<file path="config.mk">
export PLATFORM = sky130hd
export DESIGN_NAME = uart_frame_tx
export DESIGN_NICKNAME = d
export VERILOG_FILES = /design/src/rtl/uart_tx_pkg.sv /design/src/rtl/tx_queue.sv /design/src/rtl/bit_timer.sv /design/src/rtl/frame_engine.sv /design/src/rtl/uart_frame_tx.sv
export SDC_FILE = /design/constraint.sdc
export NUM_CORES = 1
export LEC_CHECK = 0
export CAP_MARGIN = 20
export CELL_PAD_IN_SITES_DETAIL_PLACEMENT = 1
export CELL_PAD_IN_SITES_GLOBAL_PLACEMENT = 2
export CORE_ASPECT_RATIO = 2
export CORE_MARGIN = 10
export CORE_UTILIZATION = 45
export DETAILED_ROUTE_END_ITERATION = 12
export PLACE_DENSITY = 0.83
export SLEW_MARGIN = 20
export SYNTH_ARGS = -nofsm -noshare
export SYNTH_HDL_FRONTEND = slang
export SYNTH_SLANG_ARGS = --single-unit
</file>
<file path="constraint.sdc">
create_clock -name clk -period 4.42 [get_ports clk]
set_input_delay 0.442 -clock clk [delete_from_list [all_inputs] [get_ports clk]]
set_output_delay 0.442 -clock clk [all_outputs]
set_load 0.02 [all_outputs]
</file>
<file path="src/rtl/uart_tx_pkg.sv">
package uart_tx_pkg;

    typedef enum logic [2:0] {
        ST_IDLE,
        ST_START,
        ST_DATA,
        ST_PARITY,
        ST_STOP
    } tx_state_t;

    typedef struct packed {
        logic       brk;
        logic [1:0] par_mode;
        logic       par_en;
        logic       two_stop;
        logic [1:0] len;
    } line_fmt_t;

    function automatic logic calc_parity(input logic [7:0] data,
                                         input logic [1:0] len,
                                         input logic [1:0] mode);
        logic [7:0] mask;
        logic       x;
        mask = 8'hFF >> (3 - len);
        x    = ^(data & mask);
        unique case (mode)
            2'b00: calc_parity = ~x;
            2'b01: calc_parity = x;
            2'b10: calc_parity = 1'b1;
            2'b11: calc_parity = 1'b0;
        endcase
    endfunction

endpackage

</file>
<file path="src/rtl/tx_queue.sv">
module tx_queue #(
    parameter int WIDTH = 8,
    parameter int DEPTH = 16
) (
    input  logic             clk,
    input  logic             rst_n,
    input  logic             clr,
    input  logic             push,
    input  logic [WIDTH-1:0] push_data,
    input  logic             pop,
    output logic [WIDTH-1:0] head,
    output logic             empty,
    output logic             full
);
    localparam int AW = (DEPTH > 1) ? $clog2(DEPTH) : 1;
    localparam int CW = $clog2(DEPTH + 1);
    localparam logic [AW-1:0] LAST_PTR = AW'(DEPTH - 1);
    localparam logic [CW-1:0] FULL_CNT = CW'(DEPTH);

    logic [WIDTH-1:0] mem [DEPTH];
    logic [AW-1:0]    wr_ptr, rd_ptr;
    logic [CW-1:0]    count;
    logic             do_push, do_pop;

    assign empty   = (count == '0);
    assign full    = (count == FULL_CNT);
    assign do_push = push && !full && !clr;
    assign do_pop  = pop && !empty && !clr;
    assign head    = mem[rd_ptr];

    always_ff @(posedge clk) begin
        if (do_push) mem[wr_ptr] <= push_data;
    end

    always_ff @(posedge clk or negedge rst_n) begin
        if (!rst_n) begin
            wr_ptr <= '0;
            rd_ptr <= '0;
            count  <= '0;
        end else if (clr) begin
            wr_ptr <= '0;
            rd_ptr <= '0;
            count  <= '0;
        end else begin
            if (do_push) wr_ptr <= (wr_ptr == LAST_PTR) ? '0 : wr_ptr + 1'b1;
            if (do_pop)  rd_ptr <= (rd_ptr == LAST_PTR) ? '0 : rd_ptr + 1'b1;
            count <= count + CW'(do_push) - CW'(do_pop);
        end
    end

    assert_no_overflow_R6: assert property (@(posedge clk) disable iff (!rst_n)
        count <= FULL_CNT);

    assert_full_write_dropped_R6: assert property (@(posedge clk) disable iff (!rst_n)
        (push && full) |=> (count <= $past(count)));

    assert_clear_empties_R8: assert property (@(posedge clk) disable iff (!rst_n)
        clr |=> empty);

endmodule

</file>
<file path="src/rtl/bit_timer.sv">
module bit_timer #(
    parameter int OVERSAMPLE = 16
) (
    input  logic clk,
    input  logic rst_n,
    input  logic run,
    input  logic tick,
    input  logic hold,
    output logic bit_done
);
    localparam int CW = (OVERSAMPLE > 1) ? $clog2(OVERSAMPLE) : 1;
    localparam logic [CW-1:0] LAST = CW'(OVERSAMPLE - 1);

    logic [CW-1:0] cnt;
    logic          step;

    assign step     = run && tick && !hold;
    assign bit_done = step && (cnt == LAST);

    always_ff @(posedge clk or negedge rst_n) begin
        if (!rst_n)          cnt <= '0;
        else if (!run)       cnt <= '0;
        else if (step)       cnt <= (cnt == LAST) ? '0 : cnt + 1'b1;
    end

    assert_hold_freezes_count_R5: assert property (@(posedge clk) disable iff (!rst_n)
        (run && hold) |=> $stable(cnt));

endmodule

</file>
<file path="src/rtl/frame_engine.sv">
module frame_engine
    import uart_tx_pkg::*;
(
    input  logic       clk,
    input  logic       rst_n,
    input  line_fmt_t  fmt,
    input  logic       tx_enable,
    input  logic       q_empty,
    input  logic       q_clear,
    input  logic [7:0] q_head,
    input  logic       bit_done,
    output logic       q_pop,
    output logic       busy,
    output logic       txd
);
    tx_state_t  state_q, state_d;
    logic [7:0] shreg;
    logic [2:0] bit_idx;
    logic [1:0] len_q;
    logic       two_stop_q, par_en_q, par_bit_q, stop_idx;
    logic       load;
    logic [2:0] last_idx;

    assign load     = (state_q == ST_IDLE) && tx_enable && !q_empty && !fmt.brk && !q_clear;
    assign last_idx = {1'b0, len_q} + 3'd4;
    assign q_pop    = load;
    assign busy     = (state_q != ST_IDLE);

    // state register
    always_ff @(posedge clk or negedge rst_n) begin
        if (!rst_n) state_q <= ST_IDLE;
        else        state_q <= state_d;
    end

    // next-state logic
    always_comb begin
        state_d = state_q;
        unique case (state_q)
            ST_IDLE:   if (load) state_d = ST_START;
            ST_START:  if (bit_done) state_d = ST_DATA;
            ST_DATA:   if (bit_done && bit_idx == last_idx)
                           state_d = par_en_q ? ST_PARITY : ST_STOP;
            ST_PARITY: if (bit_done) state_d = ST_STOP;
            ST_STOP:   if (bit_done && (stop_idx || !two_stop_q)) state_d = ST_IDLE;
            default:   state_d = ST_IDLE;
        endcase
    end

    // datapath registers
    always_ff @(posedge clk or negedge rst_n) begin
        if (!rst_n) begin
            shreg      <= '0;
            bit_idx    <= '0;
            len_q      <= '0;
            two_stop_q <= 1'b0;
            par_en_q   <= 1'b0;
            par_bit_q  <= 1'b0;
            stop_idx   <= 1'b0;
        end else if (load) begin
            shreg      <= q_head;
            bit_idx    <= '0;
            len_q      <= fmt.len;
            two_stop_q <= fmt.two_stop;
            par_en_q   <= fmt.par_en;
            par_bit_q  <= calc_parity(q_head, fmt.len, fmt.par_mode);
            stop_idx   <= 1'b0;
        end else if (bit_done) begin
            if (state_q == ST_DATA) begin
                shreg   <= shreg >> 1;
                bit_idx <= bit_idx + 1'b1;
            end
            if (state_q == ST_STOP) stop_idx <= 1'b1;
        end
    end

    // output logic
    always_comb begin
        txd = 1'b1;
        if (fmt.brk) begin
            txd = 1'b0;
        end else begin
            unique case (state_q)
                ST_IDLE:   txd = 1'b1;
                ST_START:  txd = 1'b0;
                ST_DATA:   txd = shreg[0];
                ST_PARITY: txd = par_bit_q;
                ST_STOP:   txd = 1'b1;
                default:   txd = 1'b1;
            endcase
        end
    end

    assert_break_freezes_state_R5: assert property (@(posedge clk) disable iff (!rst_n)
        fmt.brk |=> $stable(state_q));

    assert_disable_holds_idle_R7: assert property (@(posedge clk) disable iff (!rst_n)
        (state_q == ST_IDLE && !tx_enable) |=> (state_q == ST_IDLE));

    assert_data_index_bound_R2: assert property (@(posedge clk) disable iff (!rst_n)
        (state_q == ST_DATA) |-> (bit_idx <= last_idx));

endmodule

</file>
<file path="src/rtl/uart_frame_tx.sv">
module uart_frame_tx
    import uart_tx_pkg::*;
#(
    parameter int QUEUE_DEPTH = 16,
    parameter int OVERSAMPLE  = 16
) (
    input  logic       clk,
    input  logic       rst_n,
    input  logic       wr_en,
    input  logic [7:0] wr_data,
    input  logic [6:0] line_ctrl,
    input  logic       tx_enable,
    input  logic       fifo_clear,
    input  logic       tick16,
    output logic       txd,
    output logic       hold_empty,
    output logic       tx_empty
);
    line_fmt_t  fmt;
    logic [7:0] head;
    logic       q_empty, q_full, q_pop, busy, bit_done;

    assign fmt = line_fmt_t'(line_ctrl);

    tx_queue #(.WIDTH(8), .DEPTH(QUEUE_DEPTH)) u_queue (
        .clk(clk), .rst_n(rst_n), .clr(fifo_clear),
        .push(wr_en), .push_data(wr_data), .pop(q_pop),
        .head(head), .empty(q_empty), .full(q_full)
    );

    bit_timer #(.OVERSAMPLE(OVERSAMPLE)) u_timer (
        .clk(clk), .rst_n(rst_n), .run(busy), .tick(tick16),
        .hold(fmt.brk), .bit_done(bit_done)
    );

    frame_engine u_engine (
        .clk(clk), .rst_n(rst_n), .fmt(fmt), .tx_enable(tx_enable),
        .q_empty(q_empty), .q_clear(fifo_clear), .q_head(head),
        .bit_done(bit_done), .q_pop(q_pop), .busy(busy), .txd(txd)
    );

    assign hold_empty = q_empty;
    assign tx_empty   = q_empty && !busy;

    assert_full_flag_not_empty_R9: assert property (@(posedge clk) disable iff (!rst_n)
        q_full |-> !hold_empty);

endmodule

</file>
==> reports/metrics.cfg <==
[status]
status=complete, no violations

[placement]
post-dp-hpwl_mm=12.5
io_buffers=23
place_congestion=0.835
place_inst=707

[global_routing]
grt_pass1_vias=4895
grt_pass1_wl_mm=27.7
antenna_found_initial=0
track_usage_pct=17.0
grt_max_degree=38
gr-total-overflow=0

[floorplan]
die_w_um=110
rows=65
die_y_um=200
io_pins=24
core_region_area_um2=15900
start_util_pct=46.0
dieArea_um2=22000

[timing]
setup_tns_ns=0
skew_ns=0.00909
max_freq_mhz=304
max_slew_margin_pct=30.3
worst_pin_slew_ns=1.04
final-setup-viol-count=0
fin_crit_ns=3.29
fin_crit_sh_pct=74.5
rsz0062_at_grt=false
finalMaxSlewViolations=0
hold_violations=0

[cts]
cts_tree=yes
cts_hold_buf=0
clock_sinks=165
cts-buffers-inserted=17
cts_buffer_depth=2
htreeDepth=4
ctsResizeCount=0
post_cts_buffers=0
path_clk_slew_ns=0.07
insertion_delay_ns=0.44
cts_root_buffer=clkbuf_16

[routing]
dr_total_vias=4323
drt-total-wl_mm=17.5
drt-initial-drc-count=213
avgViaCountPerCell=5.85
wire_per_inst_um=23.7
antenna_left=0
drc=0
firstDrtPassIters=4

[worst_setup_path]
cp_max_fo=31
cp_cell_sequence=buf_4, mux4_2, a22oi_1, nand2_1, xor2_1, xnor2_1, o21bai_1, nand3_1
crit_cells=8
critPathKind=register to register
cp_data_arrival_time_ns=3.62
crit_required_ns=4.75
rr_startpoint=u_queue.rd_ptr[0]$_DFFE_PN0P_
r2r_cells=8
max_stage_delay_ns=0.99
critPathBufInv=1
cp_top_family=flip-flops
start_kind=register
r2r-end=u_engine.par_bit_q$_DFFE_PN0N_
r2r_slack_ns=1.13
worst_path_max_delay_cell=dfrtp_2
crit_path_end_kind=register

[layout]
nNetsFinal=560
n_antenna_cell=0
drive_above_1_share_pct=13.0
final_common_cell=edfxtp_1
final_cell_mix=edfxtp_1 (128), nand2_1 (39), dfrtp_1 (36)
instances_no_fill=739
nFillCells=1564
syn2layout_area_growth_pct=13.5

[yosys]
synth_seq_cells=165
syn_area_per_cell_um2=14.7
ys_warn_count=0
synth_top_flop_cell=edfxtp_1
synth_cells=495
syn_nets=530
ys_async_sr_fraction_pct=22.4
synth_edf_count=128
ys_seq_area_share_pct=65.4
syn_area_um2=7290
yosysUniqueCellTypes=56

[hold_path]
hold_class=primary input to async pin

[power_and_ir_drop]
ir_drop_mv=0.436
power.density_nw_per_um2=459
leakage_nw=2.90

[job]
cap_violations=0

cells by family after synthesis:
group	synth area share [%]
buffers and inverters	3.40
adder cells (fa/ha/maj)	2.50
multiplexers	9.54
AND/OR/NAND/NOR	6.69
flip-flops	65.4
AO/OA/AOI/OAI	11.0
XOR/XNOR	1.51
registers in the layout, indices dropped and copies added (netlist names):
register	cells
u_engine.bit_idx	3
u_engine.len_q	2
u_engine.par_bit_q	1
u_engine.par_en_q	1
u_engine.shreg	8
u_engine.state_q	3
u_engine.stop_idx	1
u_engine.two_stop_q	1
u_queue.count	5
u_queue.mem	128
u_queue.rd_ptr	4
u_queue.wr_ptr	4
u_timer.cnt	4
worst register-to-register path, delay by kind of cell (launching register included):
family / cells / cell delay, ns
mux: 1 / 0.57
simple gates: 2 / 0.20
compound gates: 2 / 0.43
flops: 1 / 0.99
xor+xnor: 2 / 0.50
buf+inv: 1 / 0.49
cell type report:
cell class / instances / area (um2) / share of cell area (%)
inverter: 17 / 63.8 / 0.771
tap: 201 / 251 / 3.04
clock inverter: 15 / 176 / 2.13
clock buffer: 17 / 425 / 5.14
sequential: 165 / 4770 / 57.6
multi-input combinational: 289 / 2280 / 27.5
timing repair buffer: 35 / 315 / 3.81
worst max path at each step:
stage | start | end | slack, ns
5_1_grt | u_queue.rd_ptr[1]$_DFFE_PN0P_ | u_engine.par_bit_q$_DFFE_PN0N_ | 0.94
2_1_floorplan | u_engine.state_q[1]$_DFFE_PN0P_ | u_queue.count[4]$_DFF_PN0_ | 1.42
3_3_place_gp | u_queue.rd_ptr[0]$_DFFE_PN0P_ | u_engine.par_bit_q$_DFFE_PN0N_ | 1.23
4_1_cts | u_queue.rd_ptr[0]$_DFFE_PN0P_ | u_engine.par_bit_q$_DFFE_PN0N_ | 1.08
3_5_place_dp | u_queue.rd_ptr[0]$_DFFE_PN0P_ | u_engine.par_bit_q$_DFFE_PN0N_ | 1.11
6_report | u_queue.rd_ptr[0]$_DFFE_PN0P_ | u_engine.par_bit_q$_DFFE_PN0N_ | 1.13
synth_stat cells, types with 5 or more instances:
master | n | area (um2)
edfxtp_1 | 128 | 3840
mux4_2 | 15 | 338
nor3_1 | 6 | 30.0
mux2i_1 | 32 | 320
dfrtp_1 | 37 | 926
nand3_1 | 5 | 25.0
clkbuf_1 | 9 | 33.8
nand2b_1 | 6 | 37.5
o21ai_0 | 20 | 100
a31oi_1 | 6 | 37.5
a221o_1 | 7 | 70.1
o21ai_1 | 5 | 25.0
xor2_1 | 6 | 52.6
nor2_1 | 30 | 113
a221oi_1 | 13 | 114
nand2_1 | 39 | 146
buf_6 | 6 | 67.6
a21oi_1 | 21 | 105
a22oi_1 | 9 | 67.6
ha_1 | 13 | 163
inv_1 | 17 | 63.8
metrics by stage:
stage / setup slack (ns) / cell area (um2) / hold slack (ns) / power, W / utilization (%)
CTS: 1.08 / 8280 / 0.127 / 0.00384 / 52.2
floorplan: 1.42 / 7290 / 0.146 / 0.00218 / -
global route: 0.940 / 8280 / 0.166 / 0.00397 / 52.2
detailed placement: 1.11 / 7680 / 0.482 / 0.00236 / 48.4
global placement: 1.23 / 7680 / 0.475 / 0.00233 / 48.4
finish: 1.13 / 8280 / 0.108 / 0.00380 / 52.2
routing by layer:
metal	part of all wire (%)	up-vias	track usage [%]
met3	2.2	24	3.18
met2	60	54	32.9
li1	-	1984	-
met5	0	-	0
met1	35	2261	16.4
met4	2.8	0	7.90
where the power goes:
part,internal (W),switching [W]
logic,0.000205,0.000256
registers,0.00177,0.0000862
clock network,0.000769,0.000710
Power figures use the tool's default switching activity.
